## src/rtl/alu_pkg.sv

```systemverilog
// Package: shared operation codes and operand-selector codes for the ALU.
// Assumes op[2] marks the logic class; low two bits pick within the class.
package alu_pkg;

    typedef enum logic [2:0] {
        OP_ADD  = 3'b000,
        OP_SUB  = 3'b001,
        OP_INC  = 3'b010,
        OP_DEC  = 3'b011,
        OP_AND  = 3'b100,
        OP_OR   = 3'b101,
        OP_XOR  = 3'b110,
        OP_XNOR = 3'b111
    } alu_op_e;

    typedef enum logic [1:0] {
        OPND_ZERO = 2'b00,
        OPND_ONE  = 2'b01,
        OPND_B    = 2'b10,
        OPND_BN   = 2'b11
    } opnd_sel_e;

    typedef enum logic [1:0] {
        LOG_AND  = 2'b00,
        LOG_OR   = 2'b01,
        LOG_XOR  = 2'b10,
        LOG_XNOR = 2'b11
    } log_sel_e;

endpackage

```

## src/rtl/alu_operand_mux.sv

```systemverilog
// Module: per-slice 4:1 selector producing the adder's second input bit.
// Assumes sel_i is one of the opnd_sel_e codes; purely combinational.
module alu_operand_mux
    import alu_pkg::*;
(
    input  logic      b_i,
    input  opnd_sel_e sel_i,
    output logic      opnd_o
);

    // Pick constant zero, constant one, B or inverted B.
    always_comb begin
        unique case (sel_i)
            OPND_ZERO: opnd_o = 1'b0;
            OPND_ONE:  opnd_o = 1'b1;
            OPND_B:    opnd_o = b_i;
            default:   opnd_o = ~b_i;
        endcase
    end

endmodule

```

## src/rtl/alu_full_adder.sv

```systemverilog
// Module: one-bit full adder that also exposes its gate terms.
// The AND, OR, XOR and XNOR outputs are those of the two adder inputs.
// Assumes single-bit inputs; purely combinational.
module alu_full_adder (
    input  logic x_i,
    input  logic y_i,
    input  logic c_i,
    output logic sum_o,
    output logic carry_o,
    output logic and_o,
    output logic or_o,
    output logic xor_o,
    output logic xnor_o
);

    // Gate terms shared by the sum, the carry and the logic results.
    always_comb begin
        and_o   = x_i & y_i;
        or_o    = x_i | y_i;
        xor_o   = x_i ^ y_i;
        xnor_o  = ~xor_o;
        sum_o   = xor_o ^ c_i;
        carry_o = and_o | (xor_o & c_i);
    end

endmodule

```

## src/rtl/alu_result_mux.sv

```systemverilog
// Module: per-slice output selector choosing the sum or one gate term.
// Assumes logic_i set means the logic class; purely combinational.
module alu_result_mux
    import alu_pkg::*;
(
    input  logic     logic_i,
    input  log_sel_e lsel_i,
    input  logic     sum_i,
    input  logic     and_i,
    input  logic     or_i,
    input  logic     xor_i,
    input  logic     xnor_i,
    output logic     bit_o
);

    // Route the arithmetic sum, or the requested logic term.
    always_comb begin
        if (!logic_i) begin
            bit_o = sum_i;
        end else begin
            unique case (lsel_i)
                LOG_AND:  bit_o = and_i;
                LOG_OR:   bit_o = or_i;
                LOG_XOR:  bit_o = xor_i;
                default:  bit_o = xnor_i;
            endcase
        end
    end

endmodule

```

## src/rtl/mux_ripple_alu.sv

```systemverilog
// Module: top of the ripple ALU; WIDTH identical slices in a carry chain.
// Decodes the operation into an operand-selector code, the bit-0 carry and
// the result-selector code. Assumes two-valued inputs; no clock or state.
module mux_ripple_alu
    import alu_pkg::*;
#(
    parameter int WIDTH = 16
) (
    input  logic [WIDTH-1:0] a_i,
    input  logic [WIDTH-1:0] b_i,
    input  logic [2:0]       op_i,
    input  logic             cin_i,
    output logic [WIDTH-1:0] res_o,
    output logic             cout_o
);

    localparam logic [WIDTH-1:0] ONE_W = {{(WIDTH-1){1'b0}}, 1'b1};

    alu_op_e          op;
    opnd_sel_e        opnd_sel;
    log_sel_e         log_sel;
    logic             logic_mode;
    logic [WIDTH:0]   carry;

    // Decode the operation code into selector controls and the bit-0 carry.
    always_comb begin
        op         = alu_op_e'(op_i);
        logic_mode = op_i[2];
        log_sel    = log_sel_e'(op_i[1:0]);
        unique case (op)
            OP_ADD:  begin opnd_sel = OPND_B;    carry[0] = cin_i; end
            OP_SUB:  begin opnd_sel = OPND_BN;   carry[0] = 1'b1;  end
            OP_INC:  begin opnd_sel = OPND_ZERO; carry[0] = 1'b1;  end
            OP_DEC:  begin opnd_sel = OPND_ONE;  carry[0] = 1'b0;  end
            default: begin opnd_sel = OPND_B;    carry[0] = 1'b0;  end
        endcase
    end

    for (genvar i = 0; i < WIDTH; i++) begin : g_slice
        logic opnd, sum, t_and, t_or, t_xor, t_xnor;

        alu_operand_mux i_opnd (
            .b_i    (b_i[i]),
            .sel_i  (opnd_sel),
            .opnd_o (opnd)
        );

        alu_full_adder i_fa (
            .x_i     (a_i[i]),
            .y_i     (opnd),
            .c_i     (carry[i]),
            .sum_o   (sum),
            .carry_o (carry[i+1]),
            .and_o   (t_and),
            .or_o    (t_or),
            .xor_o   (t_xor),
            .xnor_o  (t_xnor)
        );

        alu_result_mux i_res (
            .logic_i (logic_mode),
            .lsel_i  (log_sel),
            .sum_i   (sum),
            .and_i   (t_and),
            .or_i    (t_or),
            .xor_i   (t_xor),
            .xnor_i  (t_xnor),
            .bit_o   (res_o[i])
        );
    end

    // Expose the top carry in arithmetic class, force zero in logic class.
    always_comb begin
        cout_o = logic_mode ? 1'b0 : carry[WIDTH];
    end

    // Port-level relations between the operation and the settled outputs.
    always_comb begin
        if (op_i == 3'b000) begin
            a_r1_add_sum: assert ({cout_o, res_o} ==
                ({1'b0, a_i} + {1'b0, b_i} + {{WIDTH{1'b0}}, cin_i}));
        end
        if (op_i == 3'b001) begin
            a_r2_sub_inverse: assert (WIDTH'(res_o + b_i) == a_i);
            a_r2_sub_borrow:  assert (cout_o == (a_i >= b_i));
        end
        if (op_i == 3'b010) begin
            a_r3_inc_step: assert (WIDTH'(res_o - a_i) == ONE_W);
        end
        if (op_i == 3'b011) begin
            a_r4_dec_step: assert (WIDTH'(res_o + ONE_W) == a_i);
        end
        if (op_i == 3'b100) begin
            a_r5_and_bits: assert ((res_o | a_i) == a_i && (res_o | b_i) == b_i);
        end
        if (op_i == 3'b110) begin
            a_r6_xor_undo: assert ((res_o ^ b_i) == a_i);
        end
        if (op_i[2]) begin
            a_r7_logic_no_carry: assert (cout_o == 1'b0);
        end
    end

endmodule

```

## config.mk

```make
export PLATFORM = sky130hd
export DESIGN_NAME = mux_ripple_alu
export DESIGN_NICKNAME = d
export VERILOG_FILES = /design/src/rtl/alu_pkg.sv /design/src/rtl/alu_operand_mux.sv /design/src/rtl/alu_full_adder.sv /design/src/rtl/alu_result_mux.sv /design/src/rtl/mux_ripple_alu.sv
export SDC_FILE = /design/constraint.sdc
export NUM_CORES = 1
export LEC_CHECK = 0
export CORE_MARGIN = 1.5
export CORE_UTILIZATION = 55
export DETAILED_ROUTE_END_ITERATION = 8
export DONT_BUFFER_PORTS = 1
export MAX_ROUTING_LAYER = met4
export PLACE_DENSITY = 0.82
export SYNTH_ARGS = -nofsm -noshare
export SYNTH_HDL_FRONTEND = slang
export SYNTH_SLANG_ARGS = --single-unit
```

## constraint.sdc

```tcl
create_clock -name vclk -period 21.2
set_clock_uncertainty 0.2 [all_clocks]
set_input_delay 1.06 -clock vclk [all_inputs]
set_output_delay 1.06 -clock vclk [all_outputs]
set_load 0.03 [all_outputs]
```

==> results.json, run 1 <==
{
  "hold_depth": 1,
  "p_int_uw": 25.4,
  "yosys_warnings": 0,
  "cp_max_fo": 9,
  "setup_tns_ps": 0,
  "timing.final.crit_share_pct": 46.5,
  "path_buf_inv": 0,
  "nClkBuffers": 0,
  "syn_area_per_cell_um2": 9.56,
  "rsz0062_at_grt": "false",
  "yosys.cell_types.count": 25,
  "instances_no_fill": 235,
  "grtUsageTotal_pct": 21.2,
  "tightest_slew_ps": 1020,
  "die_h_um": 64.8,
  "dp_cells": 235,
  "post_cts_buffers": 0,
  "crit_arrival_ps": 8600,
  "final_cell_area_um2": 1920,
  "die_x_um": 64.8,
  "cp.required_ps": 19940,
  "cpPeakStageDelay_ps": 470,
  "path_cells": "nor2b_1 > a21oi_2 > o22ai_1 > fa_1 > fa_1 > fa_1 > fa_1 > fa_1 > fa_1 > fa_1 > fa_1 > fa_1 > fa_1 > fa_1 > fa_1 > fa_1 > fa_1 > fa_1 > fa_1 > nor2_1",
  "first_global_vias": 1630,
  "syn_nets": 304,
  "p_clk_share_pct": 0,
  "port-buffer-count": 0,
  "startpoint_type": "primary input",
  "drtIter0Drc": 82,
  "p_sw_uw": 37.6,
  "comb_power_share_pct": 100.0,
  "fin_crit_ps": 9860,
  "seqCellArea_um2": 0,
  "nNetsFinal": 273,
  "ant_nets": 0,
  "vias": 1468,
  "io_pins": 53,
  "hold_buffers": 0,
  "grt_pass1_wl_um": 7280,
  "netlist_instances": 220,
  "crit_type": "in2out",
  "dp_hpwl_um": 3210,
  "worstHoldPathType": "in2out",
  "peakVddDrop_mv": 0.0155,
  "n_antenna_cell": 0,
  "leakage_nw": 0.868,
  "crit_path_frequent_cell": "fa_1",
  "syn_area_um2": 2100,
  "crit_cells": 20,
  "synth-seq-area-share_pct": 0,
  "core.rowCount": 22,
  "min_to": "cout_o",
  "antenna_found_initial": 0,
  "start_util_pct": 57.5,
  "wl_um": 4120,
  "die-area_um2": 4200,
  "placed_area_um2": 1920,
  "hold_viol": 0,
  "synthTopCellsByArea": "ha_1 19%, fa_1 15%, mux2_4 11%, mux2i_1 7.6%, buf_4 7.1%",
  "synth_area_leader_cell": "ha_1",
  "drv_cap": 0,
  "status": "complete, no violations",
  "vias_per_cell": 6.25,
  "relSlewSlack_pct": 31.8,
  "drive_above_1_share_pct": 21.4,
  "setup_viol": 0,
  "synth_top_area_share_pct": 19.0,
  "seq_cells": 0,
  "areaGrowthSynthToFinish_pct": -8.86,
  "overflow": 0,
  "max_clock_freq_ghz": 0.101,
  "core-area_um2": 3660,
  "worstHoldStart": "op_i[2]",
  "grt_max_degree": 45,
  "cpMaxStageDelayCell": "nor2_1",
  "slew_viol_final": 0,
  "first_pass_iters": 4,
  "pwr-share-seq_pct": 0,
  "swShare_pct": 59.7,
  "wl_per_cell_um": 17.5,
  "crit_family": "adder cells",
  "powerDensity_nw_per_um2": 32.9,
  "drc": 0,
  "ctsResizeCount": 0,
  "gp_congestion": 0.804,
  "cp-end-kind": "output port"
}
[cell families (layout without fill, tap and decap cells)]
kind of cell,Yosys count,after routing,share of synthesized area [%]
AO/OA/AOI/OAI,76,76,28.0
adder cells (fa/ha/maj),48,48,34.3
buffers and inverters,51,18,15.2
multiplexers,32,32,18.9
AND/OR/NAND/NOR,13,13,3.63
[area by class of cell]
| class | count | area (um2) |
|---|---|---|
| Timing Repair Buffer | 1 | 7.51 |
| Fill cell | 354 | 1740 |
| Tap cell | 48 | 60.1 |
| Multi-Input combinational cell | 169 | 1790 |
| Inverter | 17 | 63.8 |
[worst max path at each step]
stage,start,to
final,op_i[0],cout_o
after global routing,op_i[0],cout_o
after CTS,op_i[0],cout_o
after detailed placement,op_i[0],cout_o
after global placement,op_i[0],cout_o
after floorplan,op_i[1],cout_o
[placed cells by master (no fill, tap or decap)]
| cell type | count |
|---|---|
| o31ai_1 | 1 |
| a21oi_2 | 15 |
| nand2b_1 | 8 |
| inv_1 | 16 |
| mux2_1 | 1 |
| ha_1 | 32 |
| mux2i_1 | 16 |
| inv_2 | 1 |
| o21ai_2 | 1 |
| nand2_1 | 1 |
| mux2_4 | 15 |
| o22ai_2 | 6 |
| o22a_1 | 9 |
| a22o_1 | 7 |
| a22oi_1 | 7 |
| nor2b_2 | 1 |
| fa_1 | 16 |
| a21oi_1 | 11 |
| o22ai_1 | 19 |
| nor2_1 | 1 |
| nor2b_1 | 2 |
| buf_4 | 1 |
[metal layers]
layer / global-route usage (%) / vias up / wire (um)
met1: 26.1 / 700 / 1840
met3: 2.78 / 3 / 294
met5: - / - / 0
met4: 0.798 / 0 / 12
met2: 39.0 / 44 / 1970
li1: - / 721 / -
[stage by stage]
stage          setup slack [ps]  utilization [%]  hold slack, ps  power (mW)
5_1_grt                   11080             52.4            2040      0.0698
3_3_place_gp              11530             52.4            2040      0.0611
4_1_cts                   11350             52.4            2040      0.0635
2_1_floorplan             11700                -            2230      0.0671
6_report                  11340             52.4            2040      0.0630
3_5_place_dp              11350             52.4            2040      0.0634
[synthesized netlist by cell type]
cell and instances:
a21oi_1 11, a21oi_2 15, a22o_1 7, a22oi_1 7, buf_12 1, buf_2 6
buf_4 20, buf_6 4, clkbuf_1 3, fa_1 16, ha_1 32, inv_1 16
inv_2 1, mux2_1 1, mux2_4 15, mux2i_1 16, nand2_1 1, nand2b_1 8
nor2_1 1, nor2b_1 3, o21ai_2 1, o22a_1 9, o22ai_1 19, o22ai_2 6
o31ai_1 1
[power by group through the flow]
| stage | Clock [mW] | Combinational [mW] | Sequential, mW |
|---|---|---|---|
| global route | 0 | 0.0698 | 0 |
| global placement | 0 | 0.0611 | 0 |
| floorplan | 0 | 0.0671 | 0 |
| CTS | 0 | 0.0635 | 0 |
| detailed placement | 0 | 0.0634 | 0 |
| finish | 0 | 0.0630 | 0 |
Note: power is estimated with default switching activity, not from simulation.
==> run 2, diff against run 1 <==
- clock period: 21.2 -> 9.56 ns (I/O delays scaled with it)
==> run 2 against run 1 <==
  * Count of clock-buffer cells in the layout stayed put
  * Cell area stayed put
  * Die area stayed put
  * Non-clock buffer count stayed put
  * Sequential cell count stayed put
  * Final cell count stayed put
  * Critical path type unchanged
==> results.json, run 2 (synthesized netlist as in run 1, its figures left out) <==
{
  "start_util_pct": 57.5,
  "leakage_nw": 0.868,
  "core.rowCount": 22,
  "grt_pass1_wl_um": 7130,
  "first_pass_iters": 4,
  "path_buf_inv": 0,
  "drv_cap": 0,
  "cp_max_fo": 9,
  "die_h_um": 64.8,
  "overflow": 0,
  "io_pins": 53,
  "n_antenna_cell": 0,
  "peakVddDrop_mv": 0.0254,
  "relSlewSlack_pct": 33.5,
  "cp.required_ps": 8880,
  "hold_depth": 1,
  "crit_cells": 20,
  "powerDensity_nw_per_um2": 73.1,
  "dp_hpwl_um": 3190,
  "multi_input_area_um2": 1790,
  "final_cell_mix": "32 x ha_1, 19 x o22ai_1, 16 x inv_1, 16 x mux2i_1, 16 x fa_1",
  "fin_crit_ps": 8690,
  "hold_ws_ps": 875,
  "ant_nets": 0,
  "max_clock_freq_ghz": 0.115,
  "port-buffer-count": 0,
  "setup_viol": 0,
  "placed_area_um2": 1920,
  "worstHoldPathType": "in2out",
  "startpoint_type": "primary input",
  "crit_type": "in2out",
  "hold_buffers": 0,
  "crit_arrival_ps": 8010,
  "hold_viol": 0,
  "nNetsFinal": 273,
  "gp_congestion": 0.805,
  "n_fill_cell": 354,
  "die_x_um": 64.8,
  "wl_per_cell_um": 17.5,
  "grt_max_degree": 45,
  "seq_cells": 0,
  "crit_family": "adder cells",
  "final_cell_area_um2": 1920,
  "crit_path_frequent_cell": "fa_1",
  "path_cells": "nor2b_1 > a21oi_2 > o22ai_1 > fa_1 > fa_1 > fa_1 > fa_1 > fa_1 > fa_1 > fa_1 > fa_1 > fa_1 > fa_1 > fa_1 > fa_1 > fa_1 > fa_1 > fa_1 > fa_1 > nor2_1",
  "rsz0062_at_grt": "false",
  "nClkBuffers": 0,
  "tightest_slew_ps": 996,
  "ctsResizeCount": 0,
  "core-area_um2": 3660,
  "slew_viol_final": 0,
  "seqCellArea_um2": 0,
  "cp-end-kind": "output port",
  "grtUsageTotal_pct": 21.1,
  "wl_um": 4120,
  "cpMaxStageDelayCell": "nor2_1",
  "vias": 1464,
  "timing.final.crit_share_pct": 90.9,
  "first_global_vias": 1534,
  "areaGrowthSynthToFinish_pct": -8.86,
  "final_common_cell": "ha_1",
  "die-area_um2": 4200,
  "vias_per_cell": 6.23,
  "drc": 0,
  "cpPeakStageDelay_ps": 460,
  "post_cts_buffers": 0,
  "drtIter0Drc": 55,
  "antenna_found_initial": 0,
  "status": "complete, no violations",
  "drive_above_1_share_pct": 21.4,
  "total_power_uw": 140,
  "fin_util_pct": 52.4,
  "setup_tns_ps": 0
}
## run 2: metal layers
metal,global-route usage [%],share of wire [%],vias up
li1,-,-,720
met1,26.2,45,701
met2,37.8,48,43
met3,3.30,7.5,0
met4,1.06,0,0
met5,-,0,-
## run 2: final cells by class
class,count,area share [%]
multi-input combinational,169,93.1
inverter,17,3.33
tap,48,3.13
timing repair buffer,1,0.392
## run 2: path summary, 6_finish.rpt
| path | from | to | slack [ps] |
|---|---|---|---|
| setup / recovery | op_i[0] | cout_o | 870 |
| hold / removal | op_i[2] | cout_o | 870 |
## run 2: power breakdown
group	internal [mW]	leakage (nW)	total, mW	switching, mW
clock	0	0	0	0
sequential	0	0	0	0
combinational	0.0566	0.868	0.140	0.0835
## run 2: through the flow
stage | setup slack (ps) | cells
5_1_grt | 627 | 235
4_1_cts | 895 | 235
3_3_place_gp | 1060 | 235
6_report | 871 | 235
3_5_place_dp | 891 | 235
2_1_floorplan | 1220 | 220
